File: src/rtl/pose_pkg.sv
package pose_pkg;
    localparam int DATA_W   = 16;
    localparam int FLAG_BIT = 15;
    localparam int IE_BIT   = 8;
    localparam int MODE_W   = 2;

    typedef enum logic [MODE_W-1:0] {
        QM_EDGE  = 2'b00,
        QM_DIV_A = 2'b01,
        QM_DIV_B = 2'b10,
        QM_DIV_C = 2'b11
    } qual_mode_e;
endpackage

File: src/rtl/pose_req_qualifier.sv
module pose_req_qualifier
    import pose_pkg::*;
#(
    parameter int FILT_LEN = 16,
    parameter int DIV_A    = 8,
    parameter int DIV_B    = 16,
    parameter int DIV_C    = 128
) (
    input  logic       clk,
    input  logic       rst_n,
    input  logic       req_n,
    input  qual_mode_e mode,
    input  logic       mode_chg,
    output logic       accept
);
    localparam int PRE_W = $clog2(DIV_C);
    localparam int CNT_W = $clog2(FILT_LEN);

    typedef struct packed {
        logic             s1;
        logic             s2;
        logic             s3;
        logic [PRE_W-1:0] pre;
        logic [CNT_W-1:0] cnt;
    } qual_st_t;

    qual_st_t         st_d, st_q;
    logic [PRE_W-1:0] mask;
    logic             tick;

    always_comb begin
        st_d     = st_q;
        st_d.s1  = req_n;
        st_d.s2  = st_q.s1;
        st_d.s3  = st_q.s2;
        st_d.pre = st_q.pre + 1'b1;

        case (mode)
            QM_DIV_A: mask = PRE_W'(DIV_A - 1);
            QM_DIV_B: mask = PRE_W'(DIV_B - 1);
            QM_DIV_C: mask = PRE_W'(DIV_C - 1);
            default:  mask = '0;
        endcase
        tick = (mode != QM_EDGE) && ((st_q.pre & mask) == mask);

        accept = (mode == QM_EDGE) && st_q.s3 && !st_q.s2;

        if (mode_chg) begin
            st_d.cnt = '0;
        end else if (tick) begin
            if (st_q.s2) begin
                st_d.cnt = '0;
            end else if (st_q.cnt == CNT_W'(FILT_LEN - 1)) begin
                accept = 1'b1;
            end else begin
                st_d.cnt = st_q.cnt + 1'b1;
            end
        end
    end

    always_ff @(posedge clk or negedge rst_n) begin
        if (!rst_n) begin
            st_q.s1  <= 1'b1;
            st_q.s2  <= 1'b1;
            st_q.s3  <= 1'b1;
            st_q.pre <= '0;
            st_q.cnt <= '0;
        end else begin
            st_q <= st_d;
        end
    end
endmodule

File: src/rtl/pose_pair_short.sv
module pose_pair_short #(
    parameter int NPAIR = 3
) (
    input  logic [NPAIR-1:0] hi,
    input  logic [NPAIR-1:0] lo,
    output logic             short_any
);
    logic [NPAIR-1:0] both_low;

    for (genvar g = 0; g < NPAIR; g++) begin : g_pair
        assign both_low[g] = ~hi[g] & ~lo[g];
    end

    assign short_any = |both_low;
endmodule

File: src/rtl/pose_sticky_flag.sv
module pose_sticky_flag (
    input  logic clk,
    input  logic rst_n,
    input  logic set_i,
    input  logic rd_i,
    input  logic wr_i,
    input  logic wbit_i,
    output logic flag_o
);
    typedef struct packed {
        logic flag;
        logic armed;
    } flag_st_t;

    flag_st_t st_d, st_q;

    always_comb begin
        st_d = st_q;
        if (rd_i && st_q.flag) begin
            st_d.armed = 1'b1;
        end
        if (wr_i) begin
            if (st_q.armed && !wbit_i) begin
                st_d.flag = 1'b0;
            end
            st_d.armed = 1'b0;
        end
        if (set_i) begin
            st_d.flag = 1'b1;
        end
    end

    always_ff @(posedge clk or negedge rst_n) begin
        if (!rst_n) begin
            st_q <= '0;
        end else begin
            st_q <= st_d;
        end
    end

    assign flag_o = st_q.flag;
endmodule

File: src/rtl/pose_shutdown_ctl.sv
module pose_shutdown_ctl
    import pose_pkg::*;
#(
    parameter int NPAIR    = 3,
    parameter int FILT_LEN = 16,
    parameter int DIV_A    = 8,
    parameter int DIV_B    = 16,
    parameter int DIV_C    = 128
) (
    input  logic              clk,
    input  logic              rst_n,
    input  logic              shdn_req_n,
    input  logic [NPAIR-1:0]  pwm_hi,
    input  logic [NPAIR-1:0]  pwm_lo,
    input  logic              bus_sel,
    input  logic              bus_rd,
    input  logic              bus_wr,
    input  logic              bus_addr,
    input  logic [DATA_W-1:0] bus_wdata,
    output logic [DATA_W-1:0] bus_rdata,
    output logic              pins_hiz,
    output logic              short_irq
);
    typedef struct packed {
        qual_mode_e mode;
        logic       ie;
    } ctl_st_t;

    ctl_st_t ctl_d, ctl_q;
    logic    ctl_wr, sts_wr, ctl_rd, sts_rd;
    logic    mode_chg, accept, short_now;
    logic    req_flag, short_flag;

    always_comb begin
        ctl_wr   = bus_sel && bus_wr && !bus_addr;
        sts_wr   = bus_sel && bus_wr &&  bus_addr;
        ctl_rd   = bus_sel && bus_rd && !bus_addr;
        sts_rd   = bus_sel && bus_rd &&  bus_addr;
        ctl_d    = ctl_q;
        mode_chg = ctl_wr && (bus_wdata[MODE_W-1:0] != ctl_q.mode);
        if (ctl_wr) begin
            ctl_d.mode = qual_mode_e'(bus_wdata[MODE_W-1:0]);
        end
        if (sts_wr) begin
            ctl_d.ie = bus_wdata[IE_BIT];
        end

        bus_rdata = '0;
        if (bus_sel) begin
            if (!bus_addr) begin
                bus_rdata[FLAG_BIT]     = req_flag;
                bus_rdata[MODE_W-1:0]   = ctl_q.mode;
            end else begin
                bus_rdata[FLAG_BIT]     = short_flag;
                bus_rdata[IE_BIT]       = ctl_q.ie;
            end
        end
    end

    always_ff @(posedge clk or negedge rst_n) begin
        if (!rst_n) begin
            ctl_q <= '{mode: QM_EDGE, ie: 1'b0};
        end else begin
            ctl_q <= ctl_d;
        end
    end

    pose_req_qualifier #(
        .FILT_LEN(FILT_LEN),
        .DIV_A   (DIV_A),
        .DIV_B   (DIV_B),
        .DIV_C   (DIV_C)
    ) u_qual (
        .clk     (clk),
        .rst_n   (rst_n),
        .req_n   (shdn_req_n),
        .mode    (ctl_q.mode),
        .mode_chg(mode_chg),
        .accept  (accept)
    );

    pose_pair_short #(.NPAIR(NPAIR)) u_short (
        .hi       (pwm_hi),
        .lo       (pwm_lo),
        .short_any(short_now)
    );

    pose_sticky_flag u_req_flag (
        .clk   (clk),
        .rst_n (rst_n),
        .set_i (accept),
        .rd_i  (ctl_rd),
        .wr_i  (ctl_wr),
        .wbit_i(bus_wdata[FLAG_BIT]),
        .flag_o(req_flag)
    );

    pose_sticky_flag u_short_flag (
        .clk   (clk),
        .rst_n (rst_n),
        .set_i (short_now),
        .rd_i  (sts_rd),
        .wr_i  (sts_wr),
        .wbit_i(bus_wdata[FLAG_BIT]),
        .flag_o(short_flag)
    );

    assign pins_hiz  = req_flag || short_flag;
    assign short_irq = short_flag && ctl_q.ie;
endmodule

File: config.mk
export PLATFORM = sky130hd
export DESIGN_NAME = pose_shutdown_ctl
export DESIGN_NICKNAME = d
export VERILOG_FILES = /design/src/rtl/pose_pkg.sv /design/src/rtl/pose_req_qualifier.sv /design/src/rtl/pose_pair_short.sv /design/src/rtl/pose_sticky_flag.sv /design/src/rtl/pose_shutdown_ctl.sv
export SDC_FILE = /design/constraint.sdc
export NUM_CORES = 1
export LEC_CHECK = 0
export CORE_MARGIN = 10
export CORE_UTILIZATION = 38
export DETAILED_ROUTE_END_ITERATION = 6
export MAX_ROUTING_LAYER = met4
export PLACE_DENSITY = 0.75
export SYNTH_ARGS = -nofsm -noshare
export SYNTH_HDL_FRONTEND = slang
export SYNTH_SLANG_ARGS = --single-unit
export TNS_END_PERCENT = 1
File: constraint.sdc
create_clock -name clk -period 1.61 [get_ports clk]
set_input_delay 0.322 -clock clk [delete_from_list [all_inputs] [get_ports clk]]
set_output_delay 0.322 -clock clk [all_outputs]
set_load 0.01 [all_outputs]
== Word level (Yosys, flattened, before mapping) ==
Index checks and enable logic that the tools add are counted.
Storage, ports and cells
  register bits after elaboration: 21
  input port bits: 29
  output and inout bits: 18
  logic and storage cells: 85
Cells by class
  $add $sub $neg: 2
  eq/ne operators: 7
  muxes and demuxes: 23
  bitwise logic cells: 10
  reduce and logical (&&, ||, !) cells: 32
Operators with widths (number)
  $pmux W7 S3: 1
  $mux W4: 4
  $reduce_bool A2 Y1: 8
  $logic_and A1 B1 Y1: 15
  $mux W1: 14
  $mux W2: 4
  $add A7 B1 Y7 const B: 1
  $and A7 B7 Y7: 1
  $eq A7 B7 Y1: 1
  $not A1 Y1: 6
  $reduce_and A2 Y1: 3
  $add A4 B1 Y4 const B: 1
  $eq A2 B2 Y1 const B: 2
  $eq A4 B4 Y1 const B: 1
  $and A1 B1 Y1: 3
  $logic_not A1 Y1: 3
  $ne A3 B2 Y1 const B: 1
  $reduce_or A3 Y1: 1
  $eq A2 B1 Y1 const B: 1
  $logic_not A2 Y1: 1
  $ne A2 B2 Y1: 1
  $logic_or A1 B1 Y1: 1

== Logic depth before layout (Yosys ltp) ==
  word-level depth: 9
  mapped depth: 5
  gate-level depth less buffers: 5

== Cells and area by module ==
A second synthesis with hierarchy kept.
Unflattened totals
  cell total of the unflattened synthesis: 102
  area, all modules: 1139.8 um^2
By module, submodules not included
  pose_req_qualifier: times used 1, cells each 53, area each 634.4 um^2, seq. area each 354.1 um^2
  pose_shutdown_ctl: times used 1, cells each 35, area each 340.3 um^2, seq. area each 75.1 um^2
  pose_sticky_flag: times used 2, cells each 6, area each 73.8 um^2, seq. area each 50.0 um^2
  pose_pair_short: times used 1, cells each 2, area each 17.5 um^2, seq. area each 0.0 um^2

== Worst setup path after synthesis ==
Ideal clock, no wire load.
  path type: register -> register
  start point: register u_qual.st_q[0] (netlist name)
  end point: register u_qual.st_q[3] (netlist name)
  setup time: 0.082 ns
  data arrival time: 1.593 ns
  required time: 1.528 ns
  path slack: -0.065 ns
  stages on the path, launching flop included: 6
  clock period less this slack: 1.675 ns
  cells stage by stage: dfrtp_1 > ha_1 > and3_1 > nand4b_1 > or4b_1 > a31oi_1
On the way
  longest elaborated chain between the ends: 5
  elaborated cells between the ends (all ways): 8
Ends and longest elaborated chain
  from (decl): RTL line pose_req_qualifier.sv:27  | qual_st_t st_d, st_q;
  from (signal assigned): RTL line pose_req_qualifier.sv:69  | st_q <= st_d;
  $add A4 B1 Y4: RTL line pose_req_qualifier.sv:56  | st_d.cnt = st_q.cnt + 1'b1;
  $mux W4: RTL line pose_req_qualifier.sv:53  | end else if (st_q.cnt == CNT_W'(FILT_LEN - 1)) begin
  $mux W4: RTL line pose_req_qualifier.sv:51  | if (st_q.s2) begin
  $mux W4: RTL line pose_req_qualifier.sv:50  | end else if (tick) begin
  $mux W4: RTL line pose_req_qualifier.sv:48  | if (mode_chg) begin
Parallel ways exist; a longest one is shown, timed or not. The select of a mux whose other input is x is not followed.
A chain may end at the register's enable or synchronous reset.

== Worst setup path after layout ==
  start point: register u_qual.st_q[1] (netlist name)
  end point: register u_qual.st_q[3] (netlist name)
The elaborated chain is that of the path after synthesis.

==> summary.md <==
• **total vias in the final route** 886
• **vias in the first global route** 870
• **leading cell types in the layout, fill and taps excluded** sky130_fd_sc_hd__dfrtp_1, sky130_fd_sc_hd__clkdlybuf4s50_1, sky130_fd_sc_hd__conb_1, sky130_fd_sc_hd__buf_4, sky130_fd_sc_hd__nand3_1
• **Yosys warning total** 0
• **area fraction of the dominant cell type after synthesis** 40.1%
• **post-route worst hold slack** 0.342 ns
• **cell chain of the critical path** ha_2, and3_4, nand4b_1, or4b_4, a31oi_4
• **achievable frequency** 0.602 GHz
• **Horiz. Die Dim** 74.3 um
• **final clock period utilization by the worst path** 103%
• **fraction of the yosys area taken by sequential cells** 47.2%
• **start-to-end type of the worst setup path** reg -> reg
• **distinct cell type count of the synthesized netlist** 37
• **number of cell rows** 19
• **Die Outline Area** 5530 um2
• **DP HPWL** 1930 um
• **starting density of the core** 40.4%
• **Filler cells** 249
• **crit-path max FO** 2
• **Hold Violations, Final** 0
• **CTS buffer count** 3
• **post-detailed-route DRC marker count** 0
• **longest individual stage delay on the worst path** 0.52 ns
• **Cell Area, Synth** 1120 um2
• **CTS tree** done
• **maximum capacitance violations** 0
• **worst reg2reg path endpoint** u_qual.st_q[3]$_DFFE_PN0P_
• **maximum clock skew at final layout** 0.0123 ns
• **total power** 1.15 mW
• **largest net degree at the start of global routing** 22
• **WP data required** 1.84 ns
• **port bufs** 22
• **minimum setup slack in the final design** -0.0510 ns
• **top area cells in the synthesized netlist** sky130_fd_sc_hd__dfrtp_1, sky130_fd_sc_hd__buf_4, sky130_fd_sc_hd__dfstp_2, sky130_fd_sc_hd__xnor2_1, sky130_fd_sc_hd__a31oi_1
• **violations in the final reports** negative setup slack
• **most common library cell in the layout ignoring fill and taps** sky130_fd_sc_hd__dfrtp_1
• **clock latency on the worst-skew pair** 0.30 ns
• **total grt overflow** 0
• **P_int** 832 uW
• **worst supply voltage drop on vdd** 0.474 mV
• **First DRT Iteration DRCs** 41
• **first-pass iteration count of the detailed router** 4
• **area share of xor/xnor cells in the synthesized design** 5.46%
• **mean routed wirelength per cell** 14.0 um
• **cts hold-fix bufs** 0
• **main combinational cell family by area after synthesis** simple AND/OR/NAND/NOR gates
• **global-route usage over all layers** 9.11%
• **setup repair after global routing missed its margin** yes
• **multiplexer share of the synthesized area** 4.79%
• **post-layout minimum cycle time** 1.66 ns
• **Max Root-Sink Buffers** 2
• **number of standard cells after synthesis** 104
• **Critical Path Start Type** flop
• **CTS HTree Levels** 1
• **Static Leakage** 0.618 nW
• **synthesis-stage register bit count** 21
• **Die Height** 74.3 um
• **Post-Synth Simple-Gate Area** 18.4%
• **data arrival time of the worst path** 1.89 ns
• **R2R Path Start** u_qual.st_q[1]$_DFFE_PN0P_
• **Post-DRT Antenna Nets** 0
• **via/cell ratio** 5.18
• **Final #Nets** 172
• **mean instance size in the synthesized netlist** 10.8 um2
• **number of clock sinks** 21
• **areal power density over the cells** 785 nW/um2
• **r2r worst-path depth** 5
• **number of placed I/O pins** 47
• **clock tree root buffer cell** sky130_fd_sc_hd__clkbuf_4
• **max-slew violation count** 0
• **Reg power frac** 54.4%
• **Slowest cell on crit path** sky130_fd_sc_hd__or4b_4
• **critical path endpoint category** flop
• **total detailed-routing wirelength** 2400 um
• **clock share of power** 20.9%
• **share of total power in combinational logic** 24.6%
• **share of post-route cells with drive strength above 1** 24.3%
• **Hold Path Class** in -> async
• **core area** 2780 um2
• **clock slew at reported path FFs** 0.11 ns
• **net switching component of the power** 319 uW
• **number of diodes added for antenna fixing** 0
• **setup violators final** 1
• **compound-gate portion of the synthesized area** 12.3%
• **status** complete, but fails checks
• **global-route wire length before repair** 3860 um
• **reg2reg setup slack** -0.05 ns
• **number of antenna violations at the first check in global routing** 0
• **switching part of the total power** 27.7%
• **final weighted congestion of routability-driven global placement** 0.832
• **top cell type by total area after synthesis** sky130_fd_sc_hd__dfrtp_1
• **adder and majority gate portion of the synthesized area** 2.23%
• **Area Growth Syn to Fin** 30.7%
[registers in the layout (all words and copies together), names as in the netlist]
signal	cells
u_qual.st_q	12
ctl_q	3
u_qual.st_d	2
u_req_flag.flag_o	1
u_req_flag.st_q	1
u_short_flag.flag_o	1
u_short_flag.st_q	1
[cell type report]
type | instances | area, um2 | share of cell area [%]
clock buffer | 4 | 26.3 | 1.79
timing repair buffer | 34 | 299 | 20.4
inverter | 1 | 3.75 | 0.256
multi-input combinational | 80 | 569 | 38.8
tap | 31 | 38.8 | 2.65
sequential | 21 | 529 | 36.1
[cells by family after synthesis]
logic type / after synthesis
buffers and inverters: 14
flip-flops: 21
XOR/XNOR: 7
AO/OA/AOI/OAI: 21
AND/OR/NAND/NOR: 33
other: 1
multiplexers: 5
adder cells (fa/ha/maj): 2
[worst max-delay path: cells and delay by family (launching register included)]
family          cells  cell delay (ns)
simple gates        3             0.86
compound gates      1             0.14
fa+ha+maj           1             0.19
flops               1             0.40
[per-stage QoR]
stage               instances  setup TNS (ns)  cell area [um2]  setup slack [ns]  util (%)
finish                    171         -0.0510             1470           -0.0510      52.7
global route              171          -0.125             1470            -0.125      52.7
CTS                       170         -0.0583             1440           -0.0583      51.8
detailed placement        166           -2.74             1410            -0.501      50.7
global placement          166           -2.50             1410            -0.490      50.7
floorplan                 115               0             1170            0.0103         -
[synthesized netlist by cell type, drive strengths merged]
cell     n
ha       2
o311ai   1
a21oi    2
xnor2    6
o22a     1
o21bai   1
nor2b    2
mux2     3
dfrtp   18
conb     1
o21ai    5
or2      1
a31o     1
buf     13
nor3     1
and2     3
mux2i    2
or4b     2
a31oi    7
inv      1
nor2     1
dfstp    3
o211ai   1
and3     4
nand3    8
nor3b    1
xor2     1
a311oi   1
nand2    3
a41oi    1
nand2b   3
nand4b   1
nand3b   3
[layer usage]
layer / global-route usage, % / share of wire (%)
met1: 10.0 / 40
met2: 13.9 / 48
met3: 3.06 / 9.5
met4: 5.69 / 2.1
met5: - / 0
[how the worst max path moves through the flow]
stage | from | to | slack [ns] | depth (start not counted)
floorplan | u_qual.st_q[0]$_DFFE_PN0P_ | u_qual.st_q[3]$_DFFE_PN0P_ | 0.01 | 5
global placement | bus_sel | bus_rdata[1] | -0.49 | 4
detailed placement | bus_sel | bus_rdata[1] | -0.50 | 4
CTS | u_qual.st_q[1]$_DFFE_PN0P_ | u_qual.st_q[3]$_DFFE_PN0P_ | -0.06 | 5
global route | u_qual.st_q[0]$_DFFE_PN0P_ | u_qual.st_q[3]$_DFFE_PN0P_ | -0.13 | 5
finish | u_qual.st_q[1]$_DFFE_PN0P_ | u_qual.st_q[3]$_DFFE_PN0P_ | -0.05 | 5
[power groups by stage]
| stage | combinational (mW) | sequential [mW] | clock [mW] |
|---|---|---|---|
| floorplan | 0.167 | 0.624 | 0 |
| global placement | 0.259 | 0.632 | 0 |
| detailed placement | 0.269 | 0.637 | 0 |
| CTS | 0.264 | 0.626 | 0.254 |
| global route | 0.312 | 0.638 | 0.274 |
| finish | 0.283 | 0.627 | 0.241 |
[repair_timing]
item / 4_1_cts / 5_1_grt
resized for setup: 15 / 8
setup buffers: 0 / 1
pin swaps: 1 / 0
endpoints found under the setup margin: 7 / 5
(Power assumes the default switching activity.)
